<file path="config.mk">
export PLATFORM = sky130hd
export DESIGN_NAME = flysup_top
export DESIGN_NICKNAME = d
export VERILOG_FILES = /design/src/rtl/flysup_pkg.sv /design/src/rtl/flysup_ramp.sv /design/src/rtl/flysup_blank.sv /design/src/rtl/flysup_top.sv
export SDC_FILE = /design/constraint.sdc
export NUM_CORES = 1
export LEC_CHECK = 0
export BUFFER_PORTS_ARGS = -buffer_cell sky130_fd_sc_hd__buf_4
export CELL_PAD_IN_SITES_DETAIL_PLACEMENT = 1
export CELL_PAD_IN_SITES_GLOBAL_PLACEMENT = 2
export CORE_MARGIN = 3
export CORE_UTILIZATION = 39
export CTS_CLUSTER_DIAMETER = 30
export DETAILED_ROUTE_END_ITERATION = 16
export MAX_ROUTING_LAYER = met4
export PLACE_DENSITY = 0.82
export REMOVE_ABC_BUFFERS = 1
export SYNTH_ARGS = -nofsm -noshare
export SYNTH_HDL_FRONTEND = slang
export SYNTH_SLANG_ARGS = --single-unit
export TNS_END_PERCENT = 30
</file>
<file path="constraint.sdc">
create_clock -name clk -period 4.7 [get_ports clk]
set_clock_uncertainty 0.05 [all_clocks]
set_input_delay 0.235 -clock clk [delete_from_list [all_inputs] [get_ports clk]]
set_output_delay 0.235 -clock clk [all_outputs]
set_load 0.01 [all_outputs]
</file>
<file path="src/rtl/flysup_pkg.sv">
package flysup_pkg;
    typedef enum logic [2:0] {
        ST_LOCKOUT   = 3'd0,
        ST_SOFTSTART = 3'd1,
        ST_NORMAL    = 3'd2,
        ST_RESTART   = 3'd3,
        ST_LATCHED   = 3'd4
    } sup_state_e;

    typedef struct packed {
        sup_state_e state;
        logic       lsrc;
    } sup_regs_t;
endpackage

</file>
<file path="src/rtl/flysup_ramp.sv">
module flysup_ramp #(
    parameter int RAMP_W  = 6,
    parameter int SS_STEP = 312
) (
    input  logic              clk,
    input  logic              rst_n,
    input  logic              run,
    output logic [RAMP_W-1:0] code,
    output logic              done
);
    localparam int STEP_W = (SS_STEP > 1) ? $clog2(SS_STEP) : 1;
    localparam logic [RAMP_W-1:0] CODE_MAX  = {RAMP_W{1'b1}};
    localparam logic [STEP_W-1:0] STEP_LAST = STEP_W'(SS_STEP - 1);

    typedef struct packed {
        logic [RAMP_W-1:0] code;
        logic [STEP_W-1:0] step;
    } ramp_regs_t;

    ramp_regs_t r_d, r_q;

    always_comb begin
        r_d  = r_q;
        done = 1'b0;
        if (!run) begin
            r_d = '0;
        end else if (r_q.step == STEP_LAST) begin
            r_d.step = '0;
            if (r_q.code == CODE_MAX) done = 1'b1;
            else                      r_d.code = r_q.code + 1'b1;
        end else begin
            r_d.step = r_q.step + 1'b1;
        end
    end

    always_ff @(posedge clk or negedge rst_n) begin
        if (!rst_n) r_q <= '0;
        else        r_q <= r_d;
    end

    assign code = r_q.code;

    // code only holds or climbs by one while the ramp keeps running
    a_r3_ramp_step: assert property (@(posedge clk) disable iff (!rst_n)
        run && $past(run) |-> (code == $past(code)) || (code == $past(code) + 1'b1));
endmodule

</file>
<file path="src/rtl/flysup_blank.sv">
module flysup_blank #(
    parameter int BLANK = 20000
) (
    input  logic clk,
    input  logic rst_n,
    input  logic arm,
    input  logic fb_over,
    input  logic pin_high,
    output logic src_en,
    output logic trip
);
    localparam int CW = $clog2(BLANK + 1);
    localparam logic [CW-1:0] LIMIT = CW'(BLANK);

    logic [CW-1:0] cnt_d, cnt_q;

    always_comb begin
        cnt_d = cnt_q;
        if (!arm || !fb_over)  cnt_d = '0;
        else if (cnt_q != LIMIT) cnt_d = cnt_q + 1'b1;
    end

    always_ff @(posedge clk or negedge rst_n) begin
        if (!rst_n) cnt_q <= '0;
        else        cnt_q <= cnt_d;
    end

    assign src_en = (cnt_q == LIMIT);
    assign trip   = src_en && fb_over && pin_high;

    // a quiet feedback cycle always withdraws the extended window
    a_r8_drop_clears: assert property (@(posedge clk) disable iff (!rst_n)
        !fb_over |=> !src_en);
endmodule

</file>
<file path="src/rtl/flysup_top.sv">
module flysup_top
    import flysup_pkg::*;
#(
    parameter int CLK_KHZ  = 1000,
    parameter int SS_MS    = 20,
    parameter int BLANK_MS = 20,
    parameter int RAMP_W   = 6
) (
    input  logic              clk,
    input  logic              rst_n,
    input  logic              vcc_above_on,
    input  logic              vcc_below_off,
    input  logic              vcc_below_reset,
    input  logic              vcc_over,
    input  logic              fb_over,
    input  logic              temp_over,
    input  logic              cs_short,
    input  logic              blank_pin_high,
    input  logic              blank_pin_low,
    output logic              startup_en,
    output logic              ref_en,
    output logic              gate_en,
    output logic [RAMP_W-1:0] ramp_code,
    output logic              blank_src_en
);
    localparam int SS_CYC  = CLK_KHZ * SS_MS;
    localparam int SS_STEP = (SS_CYC >> RAMP_W) > 0 ? (SS_CYC >> RAMP_W) : 1;
    localparam int BLANK   = (CLK_KHZ * BLANK_MS) > 0 ? (CLK_KHZ * BLANK_MS) : 1;

    sup_regs_t         s_d, s_q;
    logic              ramp_run, ramp_done;
    logic [RAMP_W-1:0] ramp_cnt;
    logic              blk_arm, blk_src, blk_trip;
    logic              latch_fault, switching;

    assign switching   = (s_q.state == ST_SOFTSTART) || (s_q.state == ST_NORMAL);
    assign latch_fault = (vcc_over && fb_over) || temp_over || cs_short || blank_pin_low;
    assign ramp_run    = (s_q.state == ST_SOFTSTART);
    assign blk_arm     = (s_q.state == ST_NORMAL);

    flysup_ramp #(.RAMP_W(RAMP_W), .SS_STEP(SS_STEP)) i_ramp (
        .clk  (clk),
        .rst_n(rst_n),
        .run  (ramp_run),
        .code (ramp_cnt),
        .done (ramp_done)
    );

    flysup_blank #(.BLANK(BLANK)) i_blank (
        .clk     (clk),
        .rst_n   (rst_n),
        .arm     (blk_arm),
        .fb_over (fb_over),
        .pin_high(blank_pin_high),
        .src_en  (blk_src),
        .trip    (blk_trip)
    );

    always_comb begin
        s_d = s_q;
        unique case (s_q.state)
            ST_LOCKOUT: begin
                if (vcc_above_on) s_d.state = ST_SOFTSTART;
            end
            ST_SOFTSTART, ST_NORMAL: begin
                if (latch_fault) begin
                    s_d.state = ST_LATCHED;
                    s_d.lsrc  = 1'b0;
                end else if (vcc_below_off) begin
                    s_d.state = ST_LOCKOUT;
                end else if (s_q.state == ST_NORMAL && blk_trip) begin
                    s_d.state = ST_RESTART;
                end else if (s_q.state == ST_SOFTSTART && ramp_done) begin
                    s_d.state = ST_NORMAL;
                end
            end
            ST_RESTART: begin
                if (vcc_below_off) s_d.state = ST_LOCKOUT;
            end
            ST_LATCHED: begin
                if (vcc_below_reset)    s_d.state = ST_LOCKOUT;
                else if (vcc_below_off) s_d.lsrc  = 1'b1;
                else if (vcc_above_on)  s_d.lsrc  = 1'b0;
            end
            default: s_d.state = ST_LOCKOUT;
        endcase
    end

    always_ff @(posedge clk or negedge rst_n) begin
        if (!rst_n) s_q <= '{state: ST_LOCKOUT, lsrc: 1'b0};
        else        s_q <= s_d;
    end

    assign startup_en   = (s_q.state == ST_LOCKOUT) || ((s_q.state == ST_LATCHED) && s_q.lsrc);
    assign ref_en       = switching || (s_q.state == ST_RESTART);
    assign gate_en      = switching;
    assign blank_src_en = blk_arm && blk_src;
    assign ramp_code    = (s_q.state == ST_NORMAL)    ? {RAMP_W{1'b1}} :
                          (s_q.state == ST_SOFTSTART) ? ramp_cnt : '0;

    // undervoltage while switching falls back to lockout
    a_r4_uv_lockout: assert property (@(posedge clk) disable iff (!rst_n)
        switching && vcc_below_off && !latch_fault |=> !gate_en && startup_en);
    // a latch cause while switching removes gate and reference
    a_r5_latch_entry: assert property (@(posedge clk) disable iff (!rst_n)
        gate_en && latch_fault |=> !gate_en && !ref_en && !startup_en);
    // latched state persists until the deep discharge flag
    a_r11_latch_hold: assert property (@(posedge clk) disable iff (!rst_n)
        (s_q.state == ST_LATCHED) && !vcc_below_reset |=> (s_q.state == ST_LATCHED) && !gate_en);
    // startup source follows the off threshold while latched
    a_r10_latch_src: assert property (@(posedge clk) disable iff (!rst_n)
        (s_q.state == ST_LATCHED) && vcc_below_off && !vcc_below_reset |=> startup_en);
    // blanking source only ever runs while the switch is gated
    a_r7_blank_gate: assert property (@(posedge clk) disable iff (!rst_n)
        blank_src_en |-> gate_en);
endmodule

</file>
== Yosys cells after proc, flatten, opt, wreduce, memory -nomap -nowiden ==
Cells that the tools add are included.

* Flip-flop bits (word level): 34
* Bits in latches: 0
* RAM bits: 0
* ROM bits: 0
* Output and inout bits: 10
* Word-level logic and storage cells: 72
* Memories: 0

* $add $sub $neg: 3
* Multiply operators: 0
* Divide/modulo/power cells: 0
* $lt $le $gt $ge: 0
* Eq/ne operators: 17
* Shift operators: 0
* Multiplexer cells: 24
* Bitwise logic cells: 0
* Reductions and logical operators: 23

{| class="wikitable"
|+ Operator list
! operator !! number
|-
| $mux 15 || 3
|-
| $mux 6 || 4
|-
| $mux 3 || 7
|-
| $add 15x1->15 const B || 1
|-
| $eq 15x15->1 const B || 1
|-
| $ne 15x15->1 const B || 1
|-
| $ne 2x2->1 const B || 7
|-
| $pmux 3 s4 || 1
|-
| $add 9x1->9 const B || 1
|-
| $eq 9x9->1 const B || 1
|-
| $mux 9 || 1
|-
| $reduce_and 4->1 || 2
|-
| $logic_and 1x1->1 || 7
|-
| $logic_or 1x1->1 || 7
|-
| $mux 1 || 7
|-
| $add 6x1->6 const B || 1
|-
| $eq 3x2->1 const B || 2
|-
| $eq 6x6->1 const B || 1
|-
| $ne 5x5->1 const B || 1
|-
| $reduce_bool 2->1 || 2
|-
| $eq 3x1->1 const B || 1
|-
| $eq 3x3->1 const B || 1
|-
| $logic_not 3->1 || 1
|-
| $ne 3x3->1 const B || 1
|-
| other kinds (4) || 5
|}

== Depth between registers and ports, before layout ==
* Word-level depth: 10
* Gate-level depth with buffers: 7

== Modules after synthesis ==
Synthesis repeated with hierarchy kept, for this count alone.

* Cell total of the unflattened synthesis: 216
* Area, all modules: 2079.5 µm²

{| class="wikitable"
|+ By module, submodules not included
! module !! times used !! cells an instance !! area each (µm²) !! sequential area each (µm²)
|-
| flysup_ramp || 1 || 87 || 848.3 || 375.4
|-
| flysup_blank || 1 || 85 || 793.3 || 375.4
|-
| flysup_top || 1 || 44 || 437.9 || 100.1
|}

== Least setup slack after synthesis ==
No wires, ideal clock.

* Kind: flip-flop to flip-flop
* Start: register i_ramp.r_q[3] (netlist name)
* End: register i_ramp.r_q, in the netlist i_ramp.code[5]
* Arrival: 1.928 ns
* Data required time: 4.572 ns
* Path slack: 2.644 ns
* Cell stages (with the launch flop): 7
* Cells stage by stage: dfrtp_1 -> buf_6 -> or4b_4 -> or2_1 -> buf_6 -> or4_1 -> a21oi_1

* Longest elaborated chain between the ends: 3

{| class="wikitable"
|+ RTL lines
! what !! RTL line !! RTL
|-
| from (decl) || flysup_ramp.sv:20 || <nowiki>ramp_regs_t r_d, r_q;</nowiki>
|-
| from (signal assigned) || flysup_ramp.sv:38 || <nowiki>else r_q <= r_d;</nowiki>
|-
| $eq 9x9->1 || flysup_ramp.sv:27 || <nowiki>end else if (r_q.step == STEP_LAST) begin</nowiki>
|-
| $ne 2x2->1 (no line) || - ||
|-
| $reduce_and 2->1 (no line) || - ||
|}

No other way between the ends.
A chain may end at the register's enable or synchronous reset.

== Worst setup path after layout ==
* Start: register i_blank.cnt_q[0]
* End: output port blank_src_en

* Longest elaborated chain between the ends: 2

{| class="wikitable"
|+ RTL lines
! what !! RTL line !! RTL
|-
| from (decl) || flysup_blank.sv:15 || <nowiki>logic [CW-1:0] cnt_d, cnt_q;</nowiki>
|-
| from (signal assigned) || flysup_blank.sv:25 || <nowiki>else cnt_q <= cnt_d;</nowiki>
|-
| $eq 15x15->1 || flysup_blank.sv:28 || <nowiki>assign src_en = (cnt_q == LIMIT);</nowiki>
|-
| $logic_and 1x1->1 || flysup_top.sv:97 || <nowiki>assign blank_src_en = blk_arm && blk_src;</nowiki>
|-
| to (decl) || flysup_top.sv:24 || <nowiki>output logic blank_src_en</nowiki>
|}

No other way between the ends.

==> summary.txt <==
Clock Sinks = 34
Root buf cell = clkbuf_8
Final hold vios = 0
CTS clk-pin slew, worst paths = 0.07 ns
Synth area leaders = dfrtp_1, xor2_1, nor2_1
Fmax = 450 MHz
Netlist cell types = 49
Mean Syn Cell Area = 9.30 sq um
Total grt overflow = 0
CP required = 4.41 ns
P_leak = 0.929 nW
Number of global-route vias before repair = 1677
Min cycle time layout = 2.22 ns
RSZ-0062 raised after global routing = no
Design area = 2180 sq um
Via count = 1593
Maximum fanout along the worst path = 5
Critical path endpoint category = output port
Sequential share of the synthesized area = 44.2%
Die H = 76.2 microns
Placed inst area = 2090 sq um
Via density per instance = 5.53
Avg WL per Cell = 16.0 microns
Maximum VDD drop = 129 uV
TNS Setup = 0 ns
PwrDens = 313 nW/um^2
GRT Resource Usage Total = 17.6%
CTS tree = yes
Type of origin of the critical path = flip-flop
Core area = 4560 sq um
First-pass GRT wire length = 8.14 mm
Initial Util = 42.2%
CP Class = reg2out
Drt pass-1 iters = 4
Max-slew headroom = 29.7%
Site Rows = 24
Dpl hpwl = 3.33 mm
DRT iter0 DRCs = 61
Worst slew pin tran = 1.03 ns
Hold-fix buffers, CTS = 1
Synth Flop Type = dfrtp_1
Layout Nets = 238
Syn Inst Count = 207
Share of cells above drive strength 1 = 15.7%
Synth top area share = 44.2%
Max clock buf depth = 2
Leading area contributor after synthesis = dfrtp_1
Die span in x = 76.2 microns
Number of synthesized flops with an enable pin = 0
Cell area after synthesis = 1920 sq um
Ys Warns = 0
Util after Layout = 47.8%
Routed wire length = 4.60 mm
Initial antenna violation count = 0
Post-CTS sizing = 0
CTS Buf Count = 5
DRC errors left = 0
Port bufs = 20
Crit path DAT = 1.94 ns
Fin. max-slew vios = 0
Period utilisation layout = 47.3%
Max Cap Viol = 0
Hold slack = 0.0927 ns
Diode count = 0
GPL Wtd Cong = 0.853
Finish-stage setup viols = 0
Final Total Pwr = 0.682 mW
Status = completed
Clk_lat worst skew = 0.29 ns
Post-route ant nets = 0
FFs w/ async S/R, synth = 100%
Die area = 5810 sq um
Worst min path class = in2reg
Syn-to-layout area delta = 13.4%
I/O pin cnt = 21
CTS H-Tree Depth = 2
Largest net degree at the start of global routing = 35
Post-CTS setup buffers = 0
Seq cells post-synth = 34
synthesized netlist by cell type (all sizes together), types with 2 or more instances:
cell type / count
dfrtp: 34
nor2: 25
a21oi: 15
nand2: 15
xor2: 14
nand3: 10
clkbuf: 8
nand4: 8
and3: 7
and4: 6
inv: 5
nand2b: 5
buf: 4
ha: 4
nor3: 4
xnor2: 4
o21ai: 3
or3: 3
nor2b: 2
nor3b: 2
nor4: 2
nor4b: 2
or4: 2
area by class of cell:
type	count	area (sq um)
Tap cell	65	81.3
Fill cell	544	2380
Clock inverter	2	10.0
Timing Repair Buffer	21	160
Clock buffer	5	68.8
Multi-Input combinational cell	156	992
Sequential cell	34	851
Inverter	5	18.8
worst max-delay path, cell delays in order, from the launching register on:
cell and delay [ns]:
dfrtp_1 0.44, inv_1 0.08, ha_1 0.13, nor4bb_1 0.29, nand4_1 0.29, nor3_1 0.26
buf_4 0.16
cell usage in the layout (no fill, tap or decap), drive strengths merged, types with 2 or more instances in the layout:
master,count
a21oi,15
and3,7
and4,6
buf,20
clkbuf,5
clkinv,2
dfrtp,34
ha,4
inv,5
nand2,15
nand2b,5
nand3,10
nand4,8
nor2,25
nor2b,2
nor3,4
nor3b,2
nor4,2
nor4b,2
o21ai,3
or3,3
or4,2
xnor2,4
xor2,14
report_power, final:
| group | total (mW) | leakage [nW] | internal (mW) | switching, mW |
|---|---|---|---|---|
| combinational | 0.137 | 0.414 | 0.0590 | 0.0778 |
| sequential | 0.338 | 0.471 | 0.309 | 0.0299 |
| clock | 0.207 | 0.0438 | 0.0995 | 0.107 |
per-layer routing:
layer | part of all wire (%) | vias up | track usage (%)
met2 | 53 | 13 | 30.9
met5 | 0 | - | -
li1 | - | 773 | -
met4 | 1.2 | 0 | 4.89
met3 | 2.1 | 7 | 3.31
met1 | 44 | 800 | 20.5
cells by family after synthesis:
| family | after synthesis | share of synthesized area [%] |
|---|---|---|
| XOR/XNOR | 18 | 8.19 |
| adder cells (fa/ha/maj) | 5 | 3.12 |
| multiplexers | 2 | 1.11 |
| AND/OR/NAND/NOR | 99 | 28.3 |
| flip-flops | 34 | 44.2 |
| buffers and inverters | 17 | 4.23 |
| AO/OA/AOI/OAI | 32 | 10.8 |
state kept, by name (all words and copies together), names as in the netlist:
name           count
i_blank.cnt_q     15
i_ramp.code        6
i_ramp.r_q         9
s_q                4
through the flow:
stage          std cells  setup slack [ns]
3_3_place_gp         280              2.60
4_1_cts              288              2.43
2_1_floorplan        195              2.71
6_report             288              2.48
3_5_place_dp         280              2.50
5_1_grt              288              2.31
path summary, 6_finish.rpt:
path                                   from        endpoint  slack, ns  depth (start not counted)
hold reg to reg               i_ramp.r_q[0]   i_ramp.r_q[0]       0.44                          1
min in group asynchronous             rst_n  i_ramp.code[5]       0.38                          2
hold / removal                vcc_below_off          s_q[2]       0.09                          2
setup / recovery           i_blank.cnt_q[0]    blank_src_en       2.48                          6
max in group asynchronous             rst_n   i_ramp.r_q[3]       3.88                          2
setup reg to reg                     s_q[1]          s_q[1]       2.51                          4
Power figures use the tool's default switching activity.
